File: src/rtl/bus_seq_pkg.sv
// Shared types for the memory bus cycle sequencer.
// Assumes: one T-state equals one clock period.
package bus_seq_pkg;
    typedef enum logic [2:0] {
        TS_IDLE = 3'd0,
        TS_T1   = 3'd1,
        TS_T2   = 3'd2,
        TS_TW   = 3'd3,
        TS_T3   = 3'd4,
        TS_T4   = 3'd5
    } tstate_e;

    typedef enum logic [1:0] {
        CYC_FETCH = 2'd0,
        CYC_READ  = 2'd1,
        CYC_WRITE = 2'd2
    } cyc_e;

    // Kind code 3 is handled as a read.
    function automatic cyc_e decode_kind(input logic [1:0] code);
        case (code)
            2'd0:    return CYC_FETCH;
            2'd2:    return CYC_WRITE;
            default: return CYC_READ;
        endcase
    endfunction
endpackage

File: src/rtl/bus_tstate_ctrl.sv
// T-state sequencer: rising-edge state register for the cycle shapes.
// Assumes: wait_low is sampled on the falling edge of T2/TW by the edge stage.
module bus_tstate_ctrl
    import bus_seq_pkg::*;
(
    input  logic    clk,
    input  logic    rst_n,
    input  logic    req_valid,
    input  logic [1:0] req_kind,
    input  logic    wait_low,
    output tstate_e tstate,
    output cyc_e    kind,
    output logic    accept,
    output logic    ready,
    output logic    to_t3,
    output logic    done
);
    logic last;

    // Final T-state detection and request acceptance
    always_comb begin
        last   = ((tstate == TS_T3) && (kind != CYC_FETCH)) || (tstate == TS_T4);
        ready  = (tstate == TS_IDLE) || last;
        accept = req_valid && ready;
        to_t3  = ((tstate == TS_T2) || (tstate == TS_TW)) && !wait_low;
    end

    // State, cycle kind and completion pulse registers
    always_ff @(posedge clk) begin
        if (!rst_n) begin
            tstate <= TS_IDLE;
            kind   <= CYC_FETCH;
            done   <= 1'b0;
        end else begin
            done <= last;
            if (accept) begin
                tstate <= TS_T1;
                kind   <= decode_kind(req_kind);
            end else begin
                case (tstate)
                    TS_T1:          tstate <= TS_T2;
                    TS_T2, TS_TW:   tstate <= wait_low ? TS_TW : TS_T3;
                    TS_T3:          tstate <= (kind == CYC_FETCH) ? TS_T4 : TS_IDLE;
                    TS_T4:          tstate <= TS_IDLE;
                    default:        tstate <= TS_IDLE;
                endcase
            end
        end
    end
endmodule

File: src/rtl/bus_edge_stage.sv
// Falling-edge register stage: gives strobes their half-T-state offsets,
// samples wait_n and captures read data in T3.
// Assumes: tstate/kind are stable around the falling edge.
module bus_edge_stage
    import bus_seq_pkg::*;
#(
    parameter int DW = 8
) (
    input  logic          clk,
    input  logic          rst_n,
    input  tstate_e       tstate,
    input  cyc_e          kind,
    input  logic          wait_n,
    input  logic [DW-1:0] data_i,
    output logic          acc_q,
    output logic          rf_q,
    output logic          wr_q,
    output logic          oe_q,
    output logic          wait_low_q,
    output logic [DW-1:0] cap_q
);
    logic early;

    // Access window: from falling edge of T1 through the waits
    always_comb early = (tstate == TS_T1) || (tstate == TS_T2) || (tstate == TS_TW);

    // Half-clock-offset strobe and sample registers
    always_ff @(negedge clk) begin
        if (!rst_n) begin
            acc_q      <= 1'b0;
            rf_q       <= 1'b0;
            wr_q       <= 1'b0;
            oe_q       <= 1'b0;
            wait_low_q <= 1'b0;
            cap_q      <= '0;
        end else begin
            acc_q      <= early;
            rf_q       <= (kind == CYC_FETCH) && (tstate == TS_T3);
            wr_q       <= (kind == CYC_WRITE) && ((tstate == TS_T2) || (tstate == TS_TW));
            oe_q       <= (kind == CYC_WRITE) && early;
            wait_low_q <= ((tstate == TS_T2) || (tstate == TS_TW)) && !wait_n;
            if ((tstate == TS_T3) && (kind == CYC_READ))
                cap_q <= data_i;
        end
    end
endmodule

File: src/rtl/bus_addr_path.sv
// Address path: program counter, refresh counter, address latch,
// write data latch and returned byte.
// Assumes: accept is only high when the sequencer can start T1.
module bus_addr_path
    import bus_seq_pkg::*;
#(
    parameter int           AW       = 16,
    parameter int           DW       = 8,
    parameter int           RW       = 7,
    parameter logic [AW-1:0] PC_RESET = '0
) (
    input  logic          clk,
    input  logic          rst_n,
    input  logic          accept,
    input  logic [1:0]    req_kind,
    input  logic [AW-1:0] req_addr,
    input  logic          req_use_pc,
    input  logic [DW-1:0] req_wdata,
    input  tstate_e       tstate,
    input  cyc_e          kind,
    input  logic          to_t3,
    input  logic [DW-1:0] data_i,
    input  logic [DW-1:0] cap_q,
    output logic [AW-1:0] addr_bus,
    output logic [AW-1:0] pc,
    output logic [DW-1:0] wdata_q,
    output logic [DW-1:0] rdata
);
    localparam int PADW = AW - RW;

    logic [AW-1:0] addr_q;
    logic [RW-1:0] rcnt;
    logic          uses_pc;
    logic          rf_win;

    // Program-stream request and refresh window decode
    always_comb begin
        uses_pc = (decode_kind(req_kind) == CYC_FETCH) ||
                  ((decode_kind(req_kind) == CYC_READ) && req_use_pc);
        rf_win  = (kind == CYC_FETCH) && ((tstate == TS_T3) || (tstate == TS_T4));
        addr_bus = rf_win ? {{PADW{1'b0}}, rcnt} : addr_q;
    end

    // Address latch, program counter and write data
    always_ff @(posedge clk) begin
        if (!rst_n) begin
            addr_q  <= '0;
            pc      <= PC_RESET;
            wdata_q <= '0;
        end else if (accept) begin
            addr_q  <= uses_pc ? pc : req_addr;
            wdata_q <= req_wdata;
            if (uses_pc)
                pc <= pc + 1'b1;
        end
    end

    // Refresh counter advances as each fetch leaves T4
    always_ff @(posedge clk) begin
        if (!rst_n)
            rcnt <= '0;
        else if (tstate == TS_T4)
            rcnt <= rcnt + 1'b1;
    end

    // Returned byte: fetch at the rise into T3, read from the T3 capture
    always_ff @(posedge clk) begin
        if (!rst_n)
            rdata <= '0;
        else if ((kind == CYC_FETCH) && to_t3)
            rdata <= data_i;
        else if ((kind == CYC_READ) && (tstate == TS_T3))
            rdata <= cap_q;
    end
endmodule

File: src/rtl/bus_cycle_seq.sv
// Memory bus cycle sequencer top: joins the rising-edge state, the
// falling-edge strobe stage and the address path into bus pins.
// Assumes: a single clock; the data bus driver sits outside, using data_oe.
module bus_cycle_seq
    import bus_seq_pkg::*;
#(
    parameter int            AW       = 16,
    parameter int            DW       = 8,
    parameter int            RW       = 7,
    parameter logic [AW-1:0] PC_RESET = '0
) (
    input  logic          clk,
    input  logic          rst_n,
    input  logic          req_valid,
    input  logic [1:0]    req_kind,
    input  logic [AW-1:0] req_addr,
    input  logic          req_use_pc,
    input  logic [DW-1:0] req_wdata,
    output logic          req_ready,
    output logic          done,
    output logic [DW-1:0] rdata,
    output logic [AW-1:0] pc,
    output logic [AW-1:0] addr_bus,
    output logic [DW-1:0] data_o,
    output logic          data_oe,
    input  logic [DW-1:0] data_i,
    input  logic          wait_n,
    output logic          m1_n,
    output logic          mreq_n,
    output logic          rd_n,
    output logic          wr_n,
    output logic          rfsh_n
);
    tstate_e       tstate;
    cyc_e          kind;
    logic          accept, to_t3;
    logic          acc_q, rf_q, wr_q, oe_q, wait_low_q;
    logic [DW-1:0] cap_q, wdata_q;
    logic          mem_act, late;

    bus_tstate_ctrl u_ctrl (
        .clk(clk), .rst_n(rst_n), .req_valid(req_valid), .req_kind(req_kind),
        .wait_low(wait_low_q), .tstate(tstate), .kind(kind), .accept(accept),
        .ready(req_ready), .to_t3(to_t3), .done(done)
    );

    bus_edge_stage #(.DW(DW)) u_edge (
        .clk(clk), .rst_n(rst_n), .tstate(tstate), .kind(kind), .wait_n(wait_n),
        .data_i(data_i), .acc_q(acc_q), .rf_q(rf_q), .wr_q(wr_q), .oe_q(oe_q),
        .wait_low_q(wait_low_q), .cap_q(cap_q)
    );

    bus_addr_path #(.AW(AW), .DW(DW), .RW(RW), .PC_RESET(PC_RESET)) u_addr (
        .clk(clk), .rst_n(rst_n), .accept(accept), .req_kind(req_kind),
        .req_addr(req_addr), .req_use_pc(req_use_pc), .req_wdata(req_wdata),
        .tstate(tstate), .kind(kind), .to_t3(to_t3), .data_i(data_i),
        .cap_q(cap_q), .addr_bus(addr_bus), .pc(pc), .wdata_q(wdata_q),
        .rdata(rdata)
    );

    // Strobe assembly: fetch access ends at the rise into T3
    always_comb begin
        late    = (tstate == TS_T3) || (tstate == TS_T4);
        mem_act = acc_q && !((kind == CYC_FETCH) && late);
        mreq_n  = !(mem_act || rf_q);
        rd_n    = !(mem_act && (kind != CYC_WRITE));
        wr_n    = !wr_q;
        m1_n    = !((kind == CYC_FETCH) &&
                    ((tstate == TS_T1) || (tstate == TS_T2) || (tstate == TS_TW)));
        rfsh_n  = !((kind == CYC_FETCH) && late);
        data_oe = oe_q || ((kind == CYC_WRITE) && (tstate == TS_T3));
        data_o  = wdata_q;
    end
endmodule

File: config.mk
export PLATFORM = sky130hd
export DESIGN_NAME = bus_cycle_seq
export DESIGN_NICKNAME = d
export VERILOG_FILES = /design/src/rtl/bus_seq_pkg.sv /design/src/rtl/bus_tstate_ctrl.sv /design/src/rtl/bus_edge_stage.sv /design/src/rtl/bus_addr_path.sv /design/src/rtl/bus_cycle_seq.sv
export SDC_FILE = /design/constraint.sdc
export NUM_CORES = 1
export LEC_CHECK = 0
export BUFFER_PORTS_ARGS = -buffer_cell sky130_fd_sc_hd__buf_2
export CORE_MARGIN = 1.5
export CORE_UTILIZATION = 25
export DETAILED_ROUTE_END_ITERATION = 8
export GPL_ROUTABILITY_DRIVEN = 0
export PLACE_DENSITY = 0.48
export SLEW_MARGIN = 20
export SYNTH_ARGS = -nofsm -noshare
export SYNTH_HDL_FRONTEND = slang
export SYNTH_HIERARCHICAL = 1
export SYNTH_SLANG_ARGS = --single-unit
File: constraint.sdc
create_clock -name clk -period 3.54 [get_ports clk]
set_input_delay 0.531 -clock clk [delete_from_list [all_inputs] [get_ports clk]]
set_output_delay 0.531 -clock clk [all_outputs]
set_load 0.1 [all_outputs]
==> results.txt, run 1 <==
Worst Clk Skew: 60.43 ps
Nets: 535
largest net degree at the start of global routing: 42
Max Transition Viols Final: 0
post-DR wirelength/cell: 14.01 um
filler instances: 1426
synthesized area: 3470 um^2
CTS tree: done
GR Overflow Total: 0
Fin. Hold Viols: 0
synth warn: 6
Slew HR: 50.40%
Post-CTS Hold Fix Bufs: 0
I/O Buffers: 94
GR Layer Usage met3: 4.151%
Arr. time, crit path: 2930 ps
share of layout cells above drive strength 1: 27.25%
DRT antenna net count: 0
endpoints failing setup: 0
Syn Area/Cell: 8.942 um^2
HPWL after DPL: 6.658 mm
predominant post-synthesis flop cell: dfxtp_1
Leakage Power: 0.001851 uW
clock insertion delay at the later pin of the skew report: 400 ps
post-DR vias/cell: 4.677
most frequent cells in the layout: buf_2 (91), dfxtp_1 (74), nor2_1 (47)
Total Power: 2473 uW
Post-synth EDFFs: 0
Longest Clk Path Bufs: 2
syn_nets: 429
Tot GR Track Use: 13.79%
vias in the first global route: 3001
Setup WS pre-CTS: 241.8 ps
DRT Wirelength: 9.460 mm
Root Buffer: clkbuf_16
Critical Path End Type: output pin
Residual DRC: 0
clock-pin slew on the worst setup and hold paths: 60 ps
CP Class: reg2out
RSZ-0062 raised after global routing: false
die width: 120.8 um
most common cell after layout, fill and taps aside: buf_2
Synth Instances: 388
io pins: 95
grt met1 use: 19.15%
placed cell count: 647
die area: 14590 um^2
Critical Path RT: 3010 ps
chip height: 120.8 um
HP Class: in2reg
setup ws final: 76.65 ps
crit-path max FO: 1
flops & latches, synth: 74
Initial Util: 25.89%
worst slew pin tran: 739.0 ps
first-pass GRT wire length: 15.55 mm
initial antenna violation count: 0
Num CTS Buffers: 9
run status: finished, final reports clean
post-synthesis sequential area ratio: 42.70%
Via Count: 3157
Pwr Density: 545.7 nW/um^2
Layout area overhead: 30.62%
final cell count without fillers: 675
number of max-cap violations: 0
WHS: 424.5 ps
Synth async-reset ratio: 0%
row count: 42
core footprint: 13400 um^2
Sink Count: 74
Distinct cells, synth: 51
H-tree Lvls: 3
DR iter-0 viols: 144
crit start category: register
GRT met2 Usage: 20.35%
First-pass DRT Iterations: 4
setup tns final: 0 ps
GR peak layer: met2
Ant. Diodes: 0
VDD IR-drop max: 0.0002303 V
## synth_stat cells (3+ instances only)
| master | instances | area share [%] |
|---|---|---|
| a211oi_1 | 11 | 2.4 |
| a21oi_1 | 14 | 2.0 |
| a311oi_1 | 14 | 3.5 |
| and2_1 | 3 | 0.54 |
| buf_2 | 8 | 1.2 |
| clkbuf_1 | 11 | 1.2 |
| dfxtp_1 | 74 | 43 |
| inv_1 | 5 | 0.54 |
| mux2_1 | 7 | 2.3 |
| mux2i_1 | 31 | 8.9 |
| nand2_1 | 44 | 4.8 |
| nand2b_1 | 5 | 0.90 |
| nand3_1 | 6 | 0.87 |
| nand3b_1 | 4 | 0.87 |
| nor2_1 | 47 | 5.1 |
| nor2_2 | 3 | 0.54 |
| nor2b_1 | 11 | 2.0 |
| nor3_1 | 6 | 0.87 |
| nor3b_1 | 5 | 1.1 |
| nor4b_4 | 3 | 2.1 |
| o21ai_0 | 5 | 0.72 |
| o21ai_1 | 20 | 2.9 |
| o31ai_1 | 4 | 0.87 |
| or3_1 | 7 | 1.3 |
| or4_1 | 3 | 0.65 |
| xnor2_1 | 4 | 1.0 |
| xor2_1 | 4 | 1.0 |
## per-stage QoR
step	cell area, um^2	util [%]
3_3_place_gp	4139	30.89
6_report	4532	33.82
3_5_place_dp	4139	30.89
5_1_grt	4532	33.82
2_1_floorplan	3470	-
4_1_cts	4527	33.78
## per-layer routing
layer / part of all wire (%) / wire (um) / up-vias
li1: - / - / 1601
met1: 50 / 4713 / 1482
met2: 44 / 4174 / 64
met3: 4.6 / 438 / 10
met4: 1.4 / 134 / 0
met5: 0 / 0 / -
## registers in the layout, indices dropped and copies added (netlist names)
name	flops
u_addr/addr_q	16
u_addr/pc	16
u_addr/rdata	8
u_addr/wdata_q	8
u_edge/cap_q	8
u_addr/rcnt	7
u_ctrl/tstate	3
u_ctrl/kind	2
u_ctrl/done	1
u_edge/acc_q	1
u_edge/oe_q	1
u_edge/rf_q	1
u_edge/wait_low_q	1
u_edge/wr_q	1
## final cells by class
| class | count | area (um^2) | area share (%) |
|---|---|---|---|
| clock inverter | 18 | 113.9 | 2.512 |
| clock buffer | 11 | 275.3 | 6.074 |
| multi-input combinational | 286 | 1858 | 41.00 |
| sequential | 74 | 1481 | 32.69 |
| timing repair buffer | 106 | 568.0 | 12.53 |
| inverter | 4 | 15.01 | 0.3313 |
| tap | 176 | 220.2 | 4.859 |
## cells by family after synthesis
family / count (synthesis) / share of synthesized area, %
flops: 74 / 42.70
buf+inv: 28 / 3.750
simple gates: 160 / 24.74
xor+xnor: 8 / 2.019
compound gates: 78 / 14.86
fa+ha+maj: 2 / 0.7211
mux: 38 / 11.22
## what timing repair did
action,4_1_cts,5_1_grt
gates resized for setup,1,2
setup buffers,0,0
endpoints found under the setup margin,1,2
pin swaps,0,0
## power breakdown
part	internal [uW]	switching, uW	total, uW
sequential	870	18.3	888
combinational	108	387	495
clock	658	433	1090
## worst max-delay path, cell delays in order, from the launching register on
cell and delay (ps):
dfxtp_1 290, a31o_2 200, clkbuf_4 270
## final timing paths
kind | endpoint | slack [ps] | from | cells after the start
max | data_oe | 80 | u_edge/oe_q$_SDFF_NN0_ | 2
min | u_addr/wdata_q[5]$_SDFFE_PN0P_ | 420 | req_wdata[5] | 3
max reg2reg | u_addr/rdata[1]$_SDFFE_PN0P_ | 210 | u_edge/wait_low_q$_SDFF_NN0_ | 5
min reg2reg | u_edge/cap_q[7]$_SDFFE_NN0P_ | 460 | u_edge/cap_q[7]$_SDFFE_NN0P_ | 2
No activity file was read; power rests on OpenSTA's default activity.
==> run 2: changes to the inputs <==
CORE_MARGIN = 4   (was 1.5)
CTS_BUF_LIST = sky130_fd_sc_hd__clkbuf_8   (was not set)
==> run 2 against run 1 <==
Clock power is 26% lower. Global-route usage is 1.4 points lower. Total power fell by 11%. Utilization is 0.83 points lower. Non-clock buffer count increased by 1. Critical path type unchanged.
==> results.txt, run 2 (synthesis results as in run 1) <==
P_sw: 778.6 uW (was 837.9 uW)
most frequent cells in the layout: buf_2 (91), dfxtp_1 (74), nor2_1 (47) (unchanged)
setup ws final: 87.24 ps (was 76.65 ps)
FF/Latch Area: 1481 um^2 (unchanged)
first-pass GRT wire length: 15.83 mm (was 15.55 mm)
Worst Clk Skew: 48.41 ps (was 60.43 ps)
Cell Chain, Critical Path: a31o_2, clkbuf_4 (unchanged)
Sink Count: 74 (unchanged)
VDD IR-drop max: 0.0001996 V (was 0.0002303 V)
Crit. Startpoint: u_edge/oe_q$_SDFF_NN0_ (unchanged)
CTS tree: done (unchanged)
wl on met1: 4.629 mm (was 4.713 mm)
vias in the first global route: 3100 (was 3001)
post-DR vias/cell: 4.691 (was 4.677)
Initial Util: 25.89% (unchanged)
initial antenna violation count: 0 (unchanged)
HP Class: in2reg (unchanged)
largest net degree at the start of global routing: 42 (unchanged)
First-pass DRT Iterations: 4 (unchanged)
core footprint: 13400 um^2 (unchanged)
chip height: 125.8 um (was 120.8 um)
Leakage Power: 0.001807 uW (was 0.001851 uW)
H-tree Lvls: 3 (unchanged)
footprint of the multi-input gates: 1858 um^2 (unchanged)
Via Count: 3171 (was 3157)
post-CTS setup buffer count: 0 (unchanged)
met3 wire length: 491 um (was 438 um)
Tot GR Track Use: 12.35% (was 13.79%)
HPWL after DPL: 6.974 mm (was 6.658 mm)
hold_sp: req_wdata[0] (was req_wdata[5])
DR iter-0 viols: 173 (was 144)
setup tns final: 0 ps (unchanged)
run status: finished, final reports clean (unchanged)
endpoints failing setup: 0 (unchanged)
DRT Wirelength: 9.662 mm (was 9.460 mm)
crit-path max FO: 1 (unchanged)
Nets: 536 (was 535)
Num CTS Buffers: 9 (unchanged)
DRT antenna net count: 0 (unchanged)
Setup WS pre-CTS: 251.2 ps (was 241.8 ps)
routed length on met2: 4.311 mm (was 4.174 mm)
worst stage delay on the critical path: 290 ps (about the same)
Residual DRC: 0 (unchanged)
Reg power frac: 40.5% (was 35.9%)
top flop regs: u_addr/addr_q: 16 flops, u_addr/pc: 16 flops (unchanged)
filler instances: 1458 (was 1426)
post-DR wirelength/cell: 14.29 um (was 14.01 um)
GR Overflow Total: 0 (unchanged)
portion of total power attributed to combinational logic: 22.7% (was 20.0%)
Clock Power Share: 36.8% (was 44.1%)
Max Transition Viols Final: 0 (unchanged)
die width: 125.8 um (was 120.8 um)
clock-pin slew on the worst setup and hold paths: 80 ps (was 60 ps)
Critical Path End Type: output pin (unchanged)
most common cell after layout, fill and taps aside: buf_2 (unchanged)
Ant. Diodes: 0 (unchanged)
CP Class: reg2out (unchanged)
RSZ-0062 raised after global routing: false (unchanged)
I/O Buffers: 94 (unchanged)
Critical Path RT: 3010 ps (about the same)
Switching Share: 35.54% (was 33.88%)
clock insertion delay at the later pin of the skew report: 400 ps (about the same)
Arr. time, crit path: 2920 ps (was 2930 ps)
Root Buffer: clkbuf_8 (was clkbuf_16)
number of max-cap violations: 0 (unchanged)
Slew HR: 51.29% (was 50.40%)
placed cell count: 648 (was 647)
final cell count without fillers: 676 (was 675)
worst slew pin tran: 725.8 ps (was 739.0 ps)
Int Power: 1412 uW (was 1635 uW)
Layout area overhead: 27.41% (was 30.62%)
Pwr Density: 495.5 nW/um^2 (was 545.7 nW/um^2)
row count: 42 (unchanged)
share of layout cells above drive strength 1: 27.20% (was 27.25%)
DR top layer: met4 (unchanged)
crit start category: register (unchanged)
reg2reg start: u_edge/wait_low_q$_SDFF_NN0_ (unchanged)
Fin. Hold Viols: 0 (unchanged)
Crit-path slowest cell: dfxtp_1 (unchanged)
die area: 15830 um^2 (was 14590 um^2)
Longest Clk Path Bufs: 2 (unchanged)
io pins: 95 (unchanged)
## run 2: changes by cell type in the layout (fill, tap and decap cells not counted)
| cell | before | now |
|---|---|---|
| clkbuf_16 | 11 | 0 |
| inv_1 | 16 | 17 |
| bufinv_16 | 1 | 2 |
| buf_4 | 13 | 14 |
| inv_4 | 0 | 1 |
| clkbuf_8 | 0 | 10 |
| clkinv_4 | 3 | 0 |
| clkinv_2 | 0 | 1 |
## run 2: power by group through the flow
stage	combinational [uW]	sequential (uW)	clock (uW)
final	497	887	806
after CTS	501	887	837
after detailed placement	499	906	24.3
after global placement	498	904	24.3
after floorplan	302	1000	24.3
after global routing	529	891	879
## run 2: per-stage QoR
step | util [%] | hold WS (ps) | power (uW) | instance area, um^2
2_1_floorplan | - | 434.1 | 1327 | 3470
3_3_place_gp | 30.94 | 449.2 | 1426 | 4146
3_5_place_dp | 30.94 | 455.9 | 1429 | 4146
4_1_cts | 32.95 | 383.3 | 2226 | 4415
5_1_grt | 32.99 | 408.0 | 2299 | 4420
6_report | 32.99 | 411.4 | 2191 | 4420
## run 2: timing repair
item | in CTS | in global routing
hold buffers | 0 | 0
endpoints found under the setup margin | 1 | 2
gates resized for setup | 1 | 2
## run 2: metal layers
layer  vias to the layer above  track usage [%]
met4                         0            5.868
met1                      1459            17.02
met3                        18            2.540
met2                        89            18.47
li1                       1605                -
met5                         -                0
## run 2: worst max-delay path: cells and delay by family (launching register included)
family | cells | cell delay (ps)
flops | 1 | 290
compound gates | 1 | 200
buf+inv | 1 | 270
## run 2: path summary, 6_finish.rpt
check / cells past startpoint / to / slack [ps]
hold reg to reg: 2 / u_edge/cap_q[0]$_SDFFE_NN0P_ / 460
setup reg to reg: 5 / u_addr/rdata[4]$_SDFFE_PN0P_ / 200
setup / recovery: 2 / data_oe / 90
hold / removal: 3 / u_addr/wdata_q[0]$_SDFFE_PN0P_ / 410
## run 2: final cells by class
| class | instances | share of cell area (%) |
|---|---|---|
| multi-input combinational | 286 | 42.03 |
| timing repair buffer | 107 | 13.02 |
| tap | 176 | 4.982 |
| clock inverter | 19 | 3.000 |
| sequential | 74 | 33.51 |
| inverter | 4 | 0.3397 |
| clock buffer | 10 | 3.114 |
==> run 3: changes to the inputs <==
==> constraint.sdc (replaced) <==
create_clock -name clk -period 3.54 [get_ports clk]
set_input_delay 0.708 -clock clk [delete_from_list [all_inputs] [get_ports clk]]
set_output_delay 0.708 -clock clk [all_outputs]
set_load 0.1 [all_outputs]
==> run 3 against run 2 <==
The flow now finishes with violations (negative setup slack). Hold slack better by 46 ps. Worst setup slack worse by 93 ps. Design area is 1.2% higher. Clock skew is 7.6 ps lower. Utilization is 0.38 points higher. First-iteration DRC count is 17% lower. Critical path type unchanged. Largest power group unchanged.
==> results.txt, run 3 (synthesis results as in run 1) <==
number of max-cap violations: 0 (unchanged)
most frequent cells in the layout: buf_2 (90), dfxtp_1 (72), nor2_1 (47) (was buf_2 (91), dfxtp_1 (74), nor2_1 (47))
worst slew pin tran: 740.5 ps (was 725.8 ps)
DRT Wirelength: 9.590 mm (was 9.662 mm)
CTS tree: done (unchanged)
Leakage Power: 0.001821 uW (was 0.001807 uW)
post-DR vias/cell: 4.668 (was 4.691)
RSZ-0062 raised after global routing: true (was false)
Max Transition Viols Final: 0 (unchanged)
hold endpoint: u_edge/cap_q[7]$_SDFFE_NN0P_ (was u_addr/wdata_q[0]$_SDFFE_PN0P_)
Final Cell Area: 4472 um^2 (was 4420 um^2)
io pins: 95 (unchanged)
row count: 42 (unchanged)
largest net degree at the start of global routing: 47 (was 42)
clock-pin slew on the worst setup and hold paths: 30 ps (was 80 ps)
CP Class: reg2out (unchanged)
Total Power: 2145 uW (was 2191 uW)
Layout area overhead: 28.89% (was 27.41%)
setup ws final: -5.610 ps (was 87.24 ps)
top flop regs: u_addr/addr_q: 16 flops, u_addr/pc: 16 flops (unchanged)
Sink Count: 74 (unchanged)
share of layout cells above drive strength 1: 27.86% (was 27.20%)
Critical R2R Capture: u_addr/rdata[6]$_SDFFE_PN0P_ (was u_addr/rdata[4]$_SDFFE_PN0P_)
chip height: 125.8 um (unchanged)
failing checks: negative setup slack
vias in the first global route: 3045 (was 3100)
Ant. Diodes: 0 (unchanged)
reg2reg start: u_edge/wait_low_q$_SDFF_NN0_ (unchanged)
Num CTS Buffers: 9 (unchanged)
Slew HR: 50.30% (was 51.29%)
hold_sp: u_edge/cap_q[7]$_SDFFE_NN0P_ (was req_wdata[0])
Worst Reg-to-Reg Cells: 5 (unchanged)
crit start category: register (unchanged)
crit-path max FO: 1 (unchanged)
endpoints failing setup: 1 (was 0)
R2R setup slack: 230 ps (was 200 ps)
core footprint: 13400 um^2 (unchanged)
die area: 15830 um^2 (unchanged)
Fin. Hold Viols: 0 (unchanged)
initial antenna violation count: 1 (was 0)
Pwr Density: 479.7 nW/um^2 (was 495.5 nW/um^2)
DR iter-0 viols: 144 (was 173)
Nets: 535 (was 536)
fin util: 33.37% (was 32.99%)
clock insertion delay at the later pin of the skew report: 400 ps (about the same)
Setup WS pre-CTS: 271.9 ps (was 251.2 ps)
GR Overflow Total: 0 (unchanged)
I/O Buffers: 94 (unchanged)
Residual DRC: 0 (unchanged)
most common cell after layout, fill and taps aside: buf_2 (unchanged)
first-pass GRT wire length: 15.84 mm (was 15.83 mm)
die width: 125.8 um (unchanged)
Post-CTS Hold Fix Bufs: 0 (unchanged)
Arr. time, crit path: 2840 ps (was 2920 ps)
DRT antenna net count: 0 (unchanged)
post-DR wirelength/cell: 14.21 um (was 14.29 um)
Via Count: 3151 (was 3171)
HP Class: reg2reg (was in2reg)
VDD IR-drop max: 0.0001801 V (was 0.0001996 V)
HPWL after DPL: 6.999 mm (was 6.974 mm)
Critical Path RT: 2830 ps (was 3010 ps)
Root Buffer: clkbuf_8 (unchanged)
H-tree Lvls: 3 (unchanged)
Initial Util: 25.89% (unchanged)
First-pass DRT Iterations: 4 (unchanged)
Critical Path End Type: output pin (unchanged)
Longest Clk Path Bufs: 2 (unchanged)
Worst Clk Skew: 40.78 ps (was 48.41 ps)
area post-placement: 4210 um^2 (was 4146 um^2)
run status: complete, but fails checks (was finished, final reports clean)
Worst Hold Depth: 2 (was 3)
Tot GR Track Use: 12.38% (was 12.35%)
==> run 3: changes by cell type in the layout (fill, tap and decap cells not counted), sizes merged <==
cell	before	now
clkbuf	12	9
bufinv	2	1
clkinv	2	4
buf	105	106
==> run 3: how the worst max path moves through the flow <==
| stage | slack, ps | from | to |
|---|---|---|---|
| 2_1_floorplan | 30 | u_ctrl/kind[0]$_SDFFE_PN0P_ | req_ready |
| 3_3_place_gp | 330 | u_edge/wait_low_q$_SDFF_NN0_ | u_addr/rdata[4]$_SDFFE_PN0P_ |
| 3_5_place_dp | 270 | u_edge/wait_low_q$_SDFF_NN0_ | u_addr/rdata[6]$_SDFFE_PN0P_ |
| 4_1_cts | -50 | u_edge/oe_q$_SDFF_NN0_ | data_oe |
| 5_1_grt | -60 | u_edge/oe_q$_SDFF_NN0_ | data_oe |
| 6_report | -6 | u_edge/oe_q$_SDFF_NN0_ | data_oe |
==> run 3: cell type report <==
type	instances	area, um^2
Multi-Input combinational cell	286	1878
Clock inverter	20	130.1
Timing Repair Buffer	106	620.6
Clock buffer	9	123.9
Sequential cell	74	1484
Inverter	4	15.01
Fill cell	1421	8929
Tap cell	176	220.2
==> run 3: worst max-delay path, stage by stage, from the launching register on <==
cell and delay, ps:
dfxtp_2 300, a31o_4 210, buf_12 160
==> run 3: stage by stage <==
step / cells / TNS (ps) / hold WS, ps
CTS: 675 / -65.16 / 460.1
finish: 675 / -5.610 / 457.1
detailed placement: 647 / 0 / 458.0
global placement: 647 / 0 / 449.2
floorplan: 388 / 0 / 434.1
global route: 675 / -100.6 / 501.3
==> run 3: layer usage <==
metal  track usage, %  vias up  wire length, um
li1                 -     1601                -
met1            15.66     1459             4353
met2            19.67       75             4437
met3            4.318       14              619
met4            4.353        2              166
met5                0        -               12
==> run 3: power by group <==
part	leakage (uW)	internal [uW]	switching [uW]	total, uW
sequential	0.000603	869	18.8	888
combinational	0.00104	113	392	506
clock	0.000175	356	396	752
total	0.00182	1340	807	2150
==> run 3: repair_timing <==
| action | in CTS | in global routing |
|---|---|---|
| buffers inserted | 0 | 0 |
| setup endpoints to repair | 3 | 2 |
| resized for setup | 1 | 2 |
